File: config.mk
export PLATFORM = sky130hd
export DESIGN_NAME = ssadc_column
export DESIGN_NICKNAME = d
export VERILOG_FILES = /design/src/rtl/ssadc_pkg.sv /design/src/rtl/ssadc_gray_counter.sv /design/src/rtl/ssadc_ramp_delay.sv /design/src/rtl/ssadc_pixel_capture.sv /design/src/rtl/ssadc_column.sv
export SDC_FILE = /design/constraint.sdc
export NUM_CORES = 1
export LEC_CHECK = 0
export ABC_AREA = 1
export BUFFER_PORTS_ARGS = -buffer_cell sky130_fd_sc_hd__buf_2
export CORE_MARGIN = 1.5
export CORE_UTILIZATION = 35
export CTS_BUF_LIST = sky130_fd_sc_hd__clkbuf_4 sky130_fd_sc_hd__clkbuf_8
export CTS_CLUSTER_DIAMETER = 80
export DETAILED_ROUTE_END_ITERATION = 10
export PLACE_DENSITY = 0.53
export SLEW_MARGIN = 20
export SYNTH_ARGS = -nofsm -noshare
export SYNTH_HDL_FRONTEND = slang
export SYNTH_SLANG_ARGS = --single-unit
File: constraint.sdc
create_clock -name clk -period 4.55 [get_ports clk]
set_clock_uncertainty 0.2 [all_clocks]
set_input_delay 0.455 -clock clk [delete_from_list [all_inputs] [get_ports clk]]
set_output_delay 0.455 -clock clk [all_outputs]
set_load 0.005 [all_outputs]
File: src/rtl/ssadc_pkg.sv
package ssadc_pkg;
  parameter int unsigned SSADC_MAX_W = 16;

  function automatic logic [SSADC_MAX_W-1:0] bin2gray(input logic [SSADC_MAX_W-1:0] b);
    return b ^ (b >> 1);
  endfunction

  function automatic logic [SSADC_MAX_W-1:0] gray2bin(input logic [SSADC_MAX_W-1:0] g);
    logic [SSADC_MAX_W-1:0] b;
    b[SSADC_MAX_W-1] = g[SSADC_MAX_W-1];
    for (int i = SSADC_MAX_W - 2; i >= 0; i--) begin
      b[i] = b[i+1] ^ g[i];
    end
    return b;
  endfunction
endpackage

File: src/rtl/ssadc_gray_counter.sv
module ssadc_gray_counter #(
  parameter int unsigned CW = 9
) (
  input  logic          clk,
  input  logic          rst,
  input  logic          frame_start,
  input  logic [CW-1:0] full_scale,
  output logic [CW-1:0] gray_o,
  output logic          full_o
);
  logic [CW-1:0] cnt_q;
  logic [CW-1:0] cnt_d;

  always_comb begin
    cnt_d = cnt_q;
    if (frame_start) begin
      cnt_d = '0;
    end else if (cnt_q != full_scale) begin
      cnt_d = cnt_q + 1'b1;
    end
  end

  always_ff @(posedge clk) begin
    if (rst) begin
      cnt_q  <= '0;
      gray_o <= '0;
      full_o <= 1'b0;
    end else begin
      cnt_q  <= cnt_d;
      gray_o <= CW'(ssadc_pkg::bin2gray(ssadc_pkg::SSADC_MAX_W'(cnt_d)));
      full_o <= (cnt_d == full_scale);
    end
  end
endmodule

File: src/rtl/ssadc_ramp_delay.sv
module ssadc_ramp_delay #(
  parameter int unsigned OW = 5
) (
  input  logic          clk,
  input  logic          rst,
  input  logic          frame_start,
  input  logic [OW-1:0] offset,
  output logic          armed_o
);
  logic [OW-1:0] dly_q;

  always_ff @(posedge clk) begin
    if (rst) begin
      dly_q <= '0;
    end else if (frame_start) begin
      dly_q <= offset;
    end else if (dly_q != '0) begin
      dly_q <= dly_q - 1'b1;
    end
  end

  assign armed_o = (dly_q == '0);
endmodule

File: src/rtl/ssadc_pixel_capture.sv
module ssadc_pixel_capture #(
  parameter int unsigned CW = 9
) (
  input  logic          clk,
  input  logic          rst,
  input  logic          frame_start,
  input  logic          armed,
  input  logic          comp,
  input  logic [CW-1:0] gray_i,
  input  logic          full_i,
  input  logic [CW-1:0] full_scale,
  output logic [CW-1:0] word_o,
  output logic          valid_o
);
  logic comp_q;
  logic active_q;
  logic hit;
  logic [CW-1:0] gray_bin;

  assign hit      = armed & comp & ~comp_q;
  assign gray_bin = CW'(ssadc_pkg::gray2bin(ssadc_pkg::SSADC_MAX_W'(gray_i)));

  always_ff @(posedge clk) begin
    if (rst) begin
      comp_q   <= 1'b0;
      active_q <= 1'b0;
      word_o   <= '0;
      valid_o  <= 1'b0;
    end else begin
      comp_q  <= comp;
      valid_o <= 1'b0;
      if (frame_start) begin
        active_q <= 1'b1;
      end else if (active_q && (hit || full_i)) begin
        word_o   <= hit ? gray_bin : full_scale;
        valid_o  <= 1'b1;
        active_q <= 1'b0;
      end
    end
  end
endmodule

File: src/rtl/ssadc_column.sv
module ssadc_column #(
  parameter int unsigned NPIX = 4,
  parameter int unsigned CW   = 9,
  parameter int unsigned LW   = 8,
  parameter int unsigned OW   = 5
) (
  input  logic               clk,
  input  logic               rst,
  input  logic               frame_start,
  input  logic               wide_mode,
  input  logic [NPIX*OW-1:0] pix_offset,
  input  logic [NPIX-1:0]    comp_in,
  output logic [NPIX*CW-1:0] conv_word,
  output logic [NPIX-1:0]    conv_valid
);
  localparam logic [CW-1:0] FS_WIDE   = CW'((1 << CW) - 1);
  localparam logic [CW-1:0] FS_NARROW = CW'((1 << LW) - 1);

  logic [CW-1:0] fs_sel;
  logic [CW-1:0] gray_bus;
  logic          full_flag;

  assign fs_sel = wide_mode ? FS_WIDE : FS_NARROW;

  ssadc_gray_counter #(.CW(CW)) u_cnt (
    .clk        (clk),
    .rst        (rst),
    .frame_start(frame_start),
    .full_scale (fs_sel),
    .gray_o     (gray_bus),
    .full_o     (full_flag)
  );

  for (genvar p = 0; p < NPIX; p++) begin : g_pix
    logic armed;

    ssadc_ramp_delay #(.OW(OW)) u_dly (
      .clk        (clk),
      .rst        (rst),
      .frame_start(frame_start),
      .offset     (pix_offset[p*OW +: OW]),
      .armed_o    (armed)
    );

    ssadc_pixel_capture #(.CW(CW)) u_cap (
      .clk        (clk),
      .rst        (rst),
      .frame_start(frame_start),
      .armed      (armed),
      .comp       (comp_in[p]),
      .gray_i     (gray_bus),
      .full_i     (full_flag),
      .full_scale (fs_sel),
      .word_o     (conv_word[p*CW +: CW]),
      .valid_o    (conv_valid[p])
    );
  end
endmodule

==> results.txt, run 1 <==
CTS resizes - 0
N_diodes - 0
Cell area after layout - 4680 µm²
Hold Buf Count CTS - 0
Top Ports - 68
Routed Antenna Nets - 0
Startpoint Class - input pin
CTS clk-pin slew, worst paths - 0.08 ns
CP max FO - 33
Worst setup path category - input pin to flip-flop
Tightest Pin Transition - 1.03 ns
Critical Path Sink Type - flip-flop
HPWL reported at the end of detailed placement - 6.50 mm
Chip width - 110 µm
Fillers - 1185
Largest net degree at the start of global routing - 51
Met3 WL - 492 µm
Setup Buffers After CTS - 0
CTS Buffer Depth - 2
Routed vias - 3351
Setup Viol. Count Final - 0
M1 WL - 4.52 mm
Iter 0 DRT Violations - 173
# port buffers - 67
Peak VDD IR - 0.237 mV
Bufs and invs on worst path - 4
Final-stage net count - 609
Core area - 11300 µm²
Relative slew slack - 0.313
Largest family of logic cells by synthesized area - simple AND/OR/NAND/NOR gates
Multi-input gate area - 1870 µm²
WHS - 0.107 ns
FF-to-FF setup slack - 2.26 ns
Synth Warn # - 0
Complex-gate fraction of the synthesized area - 0.139
Yosys reg bits - 86
Cell Area, Synth - 4030 µm²
WL per Instance - 12.7 µm
Final Hold Vio Count - 0
Vias in the first global route - 3074
Post-Synth Simple-Gate Area - 0.248
Max Used Layer - met4
RSZ-0062 raised after global routing - false
Status - completed
CP Cell Sequence - buf_2 > inv_1 > nand3_1 > clkinv_1 > nor2_1 > nor2_1 > nand2_1 > inv_1
CTS sink cnt - 86
Slowest stage delay, CP - 0.57 ns
Area growth, synth to finish - 16.2%
Netlist cell types - 39
CP required - 4.61 ns
Placed cell area - 4450 µm²
Net Count, Synth - 549
WL met2 - 3.98 mm
Commonest cells after routing, fill and taps aside - dfxtp_1 (86), inv_1 (80), buf_2 (67), nand2_1 (64), nor2_1 (61)
CP Data Arrival Time - 2.49 ns
# rows - 39
Synth Area in Adders - 0.0403
Synth Area in XOR/XNOR - 0.0369
Hold WC Path Type - input pin to flip-flop
Max stage delay cell, worst path - inv_1
Commonest non-fill, non-tap cell in the layout - dfxtp_1
Pins Over Slew Limit - 0
Fmax - 412 MHz
Final GP Congestion - 0.786
# Max-Cap Violations - 0
Setup TNS Final - 0 ns
Register area share after synthesis - 0.427
Final Critical Period - 2.43 ns
H-tree levels - 3
Initial antenna violation count - 0
Routed WL - 9.06 mm
Initial DRT Pass Iterations - 4
CP top delay family - buffers and inverters
Vias per cell - 4.69
Fraction of layout cells with a size suffix above 1 - 0.217
Pleak - 0.00229 µW
PwrDens - 353 nW/µm²
Worst-skew pair later-pin latency - 0.36 ns
Total CTS buffers - 9
Syn_area_per_cell - 7.94 µm²
Post-Synthesis Cells - 508
Post-route clock period utilization - 0.534
Initial Utilization - 0.356
GRT overflow - 0
Sequential Area - 1720 µm²
DRC - 0
First-pass GRT wire length - 14.6 mm
Total track usage - 0.157
Die Span Y - 110 µm
Die footprint - 12200 µm²
Mux contribution to synthesized area - 0
CTS root buffer - clkbuf_8
CTS tree - yes
## power by group
part           leakage [µW]  internal [µW]  switching (µW)
clock network      0.000112            365             266
logic               0.00148           82.7             129
registers          0.000702            790            22.4
## cells by family after synthesis
logic type / after synthesis
AO/OA/AOI/OAI: 89
XOR/XNOR: 17
adder cells (fa/ha/maj): 13
buffers and inverters: 109
flip-flops: 86
AND/OR/NAND/NOR: 194
## final cells by class
cell class | instances | area share
timing repair buffer | 68 | 0.0732
inverter | 90 | 0.0727
clock buffer | 10 | 0.0281
multi-input combinational | 313 | 0.399
tap | 143 | 0.0382
clock inverter | 4 | 0.0208
sequential | 86 | 0.368
## registers in the layout, summed over array words and instances, names as in the netlist
register / count
g_pix.u_cap.word_o: 36
g_pix.u_dly.dly_q: 20
u_cnt.gray_o: 9
u_cnt.cnt_q: 8
g_pix.u_cap.active_q: 4
g_pix.u_cap.comp_q: 4
g_pix.u_cap.valid_o: 4
u_cnt.full_o: 1
## metrics by stage
| step | util | std cells | worst slack (ns) | power [µW] |
|---|---|---|---|---|
| after floorplan | - | 508 | 2.57 | 985 |
| after global placement | 0.393 | 700 | 1.77 | 1040 |
| after detailed placement | 0.393 | 700 | 1.73 | 1040 |
| after CTS | 0.414 | 714 | 2.13 | 1680 |
| after global routing | 0.414 | 714 | 1.86 | 1740 |
| final | 0.414 | 714 | 2.12 | 1650 |
## metal layers
layer,global-route usage,vias to the layer above
met5,0,-
met4,0.0412,0
met3,0.0435,6
met2,0.249,86
met1,0.210,1501
li1,-,1758
## tightest hold or removal path: cells and delay by family
family                 cells  cell delay (ns)
buffers and inverters      2             0.11
and+or+nand+nor            1             0.07
## Yosys cell counts
| master | n | area, µm² |
|---|---|---|
| nor3_1 | 6 | 30.0 |
| dfxtp_1 | 86 | 1720 |
| nor2_1 | 61 | 229 |
| buf_2 | 4 | 20.0 |
| inv_1 | 80 | 300 |
| o21ai_0 | 21 | 105 |
| a221oi_1 | 1 | 8.76 |
| a22o_1 | 2 | 17.5 |
| xor2_1 | 11 | 96.3 |
| nand3_1 | 22 | 110 |
| inv_2 | 6 | 22.5 |
| nand2_4 | 5 | 56.3 |
| buf_1 | 2 | 7.51 |
| a211oi_1 | 10 | 75.1 |
| clkbuf_1 | 8 | 30.0 |
| xnor2_1 | 6 | 52.6 |
| o221ai_1 | 9 | 78.8 |
| nor4_1 | 2 | 12.5 |
| inv_4 | 1 | 6.26 |
| nor3_4 | 2 | 32.5 |
| a21oi_1 | 24 | 120 |
| buf_6 | 1 | 11.3 |
| nand3_2 | 11 | 110 |
| ha_1 | 13 | 163 |
| clkinv_1 | 3 | 11.3 |
| or2_2 | 1 | 6.26 |
| nor2_2 | 5 | 31.3 |
| nand2_1 | 64 | 240 |
| a2bb2oi_1 | 1 | 8.76 |
| buf_4 | 4 | 30.0 |
| a22oi_1 | 4 | 30.0 |
| o211ai_1 | 9 | 67.6 |
| nand2_2 | 5 | 31.3 |
| nand4_1 | 3 | 18.8 |
| o21ai_1 | 1 | 5.00 |
| nor3_2 | 3 | 30.0 |
| nand3_4 | 3 | 52.6 |
| a31oi_1 | 7 | 43.8 |
| nand3b_1 | 1 | 7.51 |
## worst paths after layout
check | end | from | cells past startpoint
worst max register to register | u_cnt.full_o | u_cnt.cnt_q[0] | 12
worst max-delay path | g_pix[3].u_cap.word_o[0] | frame_start | 8
worst min register to register | g_pix[1].u_cap.active_q | g_pix[1].u_cap.active_q | 2
worst min-delay path | g_pix[3].u_cap.comp_q | comp_in[3] | 3
Note: power is estimated with default switching activity, not from simulation.
==> inputs of run 2 (changes only) <==
--- a/config.mk
+++ b/config.mk
@@ -12,7 +12,7 @@
 export CTS_BUF_LIST = sky130_fd_sc_hd__clkbuf_4 sky130_fd_sc_hd__clkbuf_8
 export CTS_CLUSTER_DIAMETER = 80
 export DETAILED_ROUTE_END_ITERATION = 10
-export PLACE_DENSITY = 0.53
+export PLACE_DENSITY = 0.55
 export SLEW_MARGIN = 20
 export SYNTH_ARGS = -nofsm -noshare
 export SYNTH_HDL_FRONTEND = slang
==> constraint.sdc (replaced) <==
create_clock -name clk -period 2.05 [get_ports clk]
set_clock_uncertainty 0.2 [all_clocks]
set_input_delay 0.205 -clock clk [delete_from_list [all_inputs] [get_ports clk]]
set_output_delay 0.205 -clock clk [all_outputs]
set_load 0.005 [all_outputs]
==> run 2 against run 1 <==
Cell area up 17%; sequential share of layout area down 5.2 points; first-iteration DRC count down 5.2%; global-route usage up 1.4 points; non-clock buffer count up 69; utilization up 7.2 points; clock power up 120%.
==> results.txt, run 2 (synthesis gave the netlist of run 1 again) <==
Relative slew slack - 0.648
Total track usage - 0.171
Top Ports - 68
Largest Register - g_pix.u_cap.word_o
CTS tree - yes
N_diodes - 0
HP Start - frame_start
Post-route clock period utilization - 0.973
# rows - 39
CTS sink cnt - 86
CP max FO - 5
Die footprint - 12200 µm²
Initial DRT Pass Iterations - 4
Biggest regs - g_pix.u_cap.word_o: 36 flops, g_pix.u_dly.dly_q: 20 flops, u_cnt.gray_o: 9 flops
CP required - 2.12 ns
Die Span Y - 110 µm
Area growth, synth to finish - 36.4%
Internal power - 2770 µW
Logic pwr share - 0.166
Routed Antenna Nets - 0
WHS - 0.0461 ns
Largest net degree at the start of global routing - 37
Placed Cells incl. Taps - 727
Critical path startpoint - g_pix[1].u_dly.dly_q[1]
Hold WC Path Type - input pin to flip-flop
Global routing's busiest layer - met2
Routed vias - 3718
Sequential Power Share - 0.477
PwrDens - 691 nW/µm²
Critical Path Sink Type - flip-flop
GR Util met1 - 0.221
Worst-skew pair later-pin latency - 0.37 ns
Core area - 11300 µm²
Commonest non-fill, non-tap cell in the layout - dfxtp_1
Peak VDD IR - 0.452 mV
Critical R2R Launch - g_pix[1].u_dly.dly_q[1]
Commonest cells after routing, fill and taps aside - dfxtp_1 (79), inv_1 (68), buf_2 (67), nand2_1 (60), nor2_1 (55)
HPWL reported at the end of detailed placement - 7.15 mm
Worst setup path category - flip-flop to flip-flop
DRC - 0
Setup Viol. Count Final - 0
Total CTS buffers - 9
Largest register FFs - 36
First-pass GRT wire length - 16.0 mm
Vias per cell - 4.73
Startpoint Class - flip-flop
Final Hold Vio Count - 0
Fraction of layout cells with a size suffix above 1 - 0.336
Final GP Congestion - 0.815
Tightest Pin Transition - 0.527 ns
Setup TNS Final - 0 ns
Grt met3 use - 0.0517
GRT overflow - 0
M2 GR Usage - 0.276
Chip width - 110 µm
Sw Pwr - 1030 µW
Initial antenna violation count - 0
H-tree levels - 3
CTS Buffer Depth - 2
Clock power share - 0.357
WL per Instance - 13.0 µm
Initial Utilization - 0.356
Vias in the first global route - 3414
CP Data Arrival Time - 2.06 ns
Pleak - 0.00263 µW
Iter 0 DRT Violations - 164
RSZ-0062 raised after global routing - true
Final Critical Period - 1.99 ns
# port buffers - 67
CP Cell Sequence - inv_4 > ha_4 > nand3b_1 > nor3_4 > inv_2 > nor3_4 > buf_6 > nand3_2 > o211ai_1 > inv_2
Slowest stage delay, CP - 0.34 ns
Final-stage net count - 679
Fmax - 501 MHz
Routed WL - 10.2 mm
# Max-Cap Violations - 0
CTS root buffer - clkbuf_8
PnR Total Power - 3800 µW
Status - completed
Non-Filler Instances - 786
Net Sw Frac - 0.272
CTS clk-pin slew, worst paths - 0.08 ns
Pins Over Slew Limit - 0
Max stage delay cell, worst path - nor3_4
==> run 2: final timing paths <==
check	to	slack (ns)	cells after the start
setup reg to reg	g_pix[1].u_cap.word_o[1]	0.06	10
setup / recovery	g_pix[1].u_cap.word_o[1]	0.06	10
hold reg to reg	g_pix[0].u_cap.active_q	0.27	2
hold / removal	u_cnt.cnt_q[0]	0.05	3
==> run 2: layout make-up <==
class | instances | area, µm²
repair inverters | 1 | 7.51
repair buffers | 137 | 930
inverters | 90 | 358
clock inverters | 6 | 93.8
fillers | 1116 | 5820
well taps | 143 | 179
flip-flops and latches | 86 | 1730
multi-input cells | 313 | 2060
clock buffers | 10 | 138
==> run 2: worst max-delay path: cells and delay by family (launching register included) <==
kind,cells,cell delay [ns]
AND/OR/NAND/NOR,4,0.80
buffers and inverters,4,0.36
flip-flops,1,0.33
adder cells (fa/ha/maj),1,0.11
AO/OA/AOI/OAI,1,0.10
==> run 2: routing by layer <==
layer | wire length, µm | vias up | share of wire
li1 | - | 1900 | -
met1 | 4660 | 1706 | 0.46
met5 | 0 | - | 0
met4 | 140 | 0 | 0.014
met2 | 4850 | 99 | 0.47
met3 | 576 | 13 | 0.056
==> run 2: power groups by stage <==
stage | registers (µW) | logic (µW) | clock network, µW
final | 1810 | 629 | 1360
after global routing | 1820 | 717 | 1470
after CTS | 1800 | 555 | 1400
after detailed placement | 1840 | 515 | 0
after global placement | 1840 | 505 | 0
after floorplan | 1830 | 353 | 0
==> run 2: metrics by stage <==
step | worst slack (ns) | util | instance area [µm²]
final | 0.0556 | 0.486 | 5500
after global routing | -0.141 | 0.486 | 5500
after CTS | -0.00141 | 0.454 | 5130
after detailed placement | -0.0198 | 0.411 | 4660
after global placement | 0.0310 | 0.411 | 4660
after floorplan | 0.0686 | - | 4030
==> run 2: what timing repair did <==
action / in CTS / in global routing
hold buffers: 23 / 0
cloned: 1 / 0
buffers inserted: 0 / 19
endpoints found under the setup margin: 9 / 45
resized for setup: 6 / 65
pin swaps: 2 / 21
endpoints found under the hold margin: 26 / 0
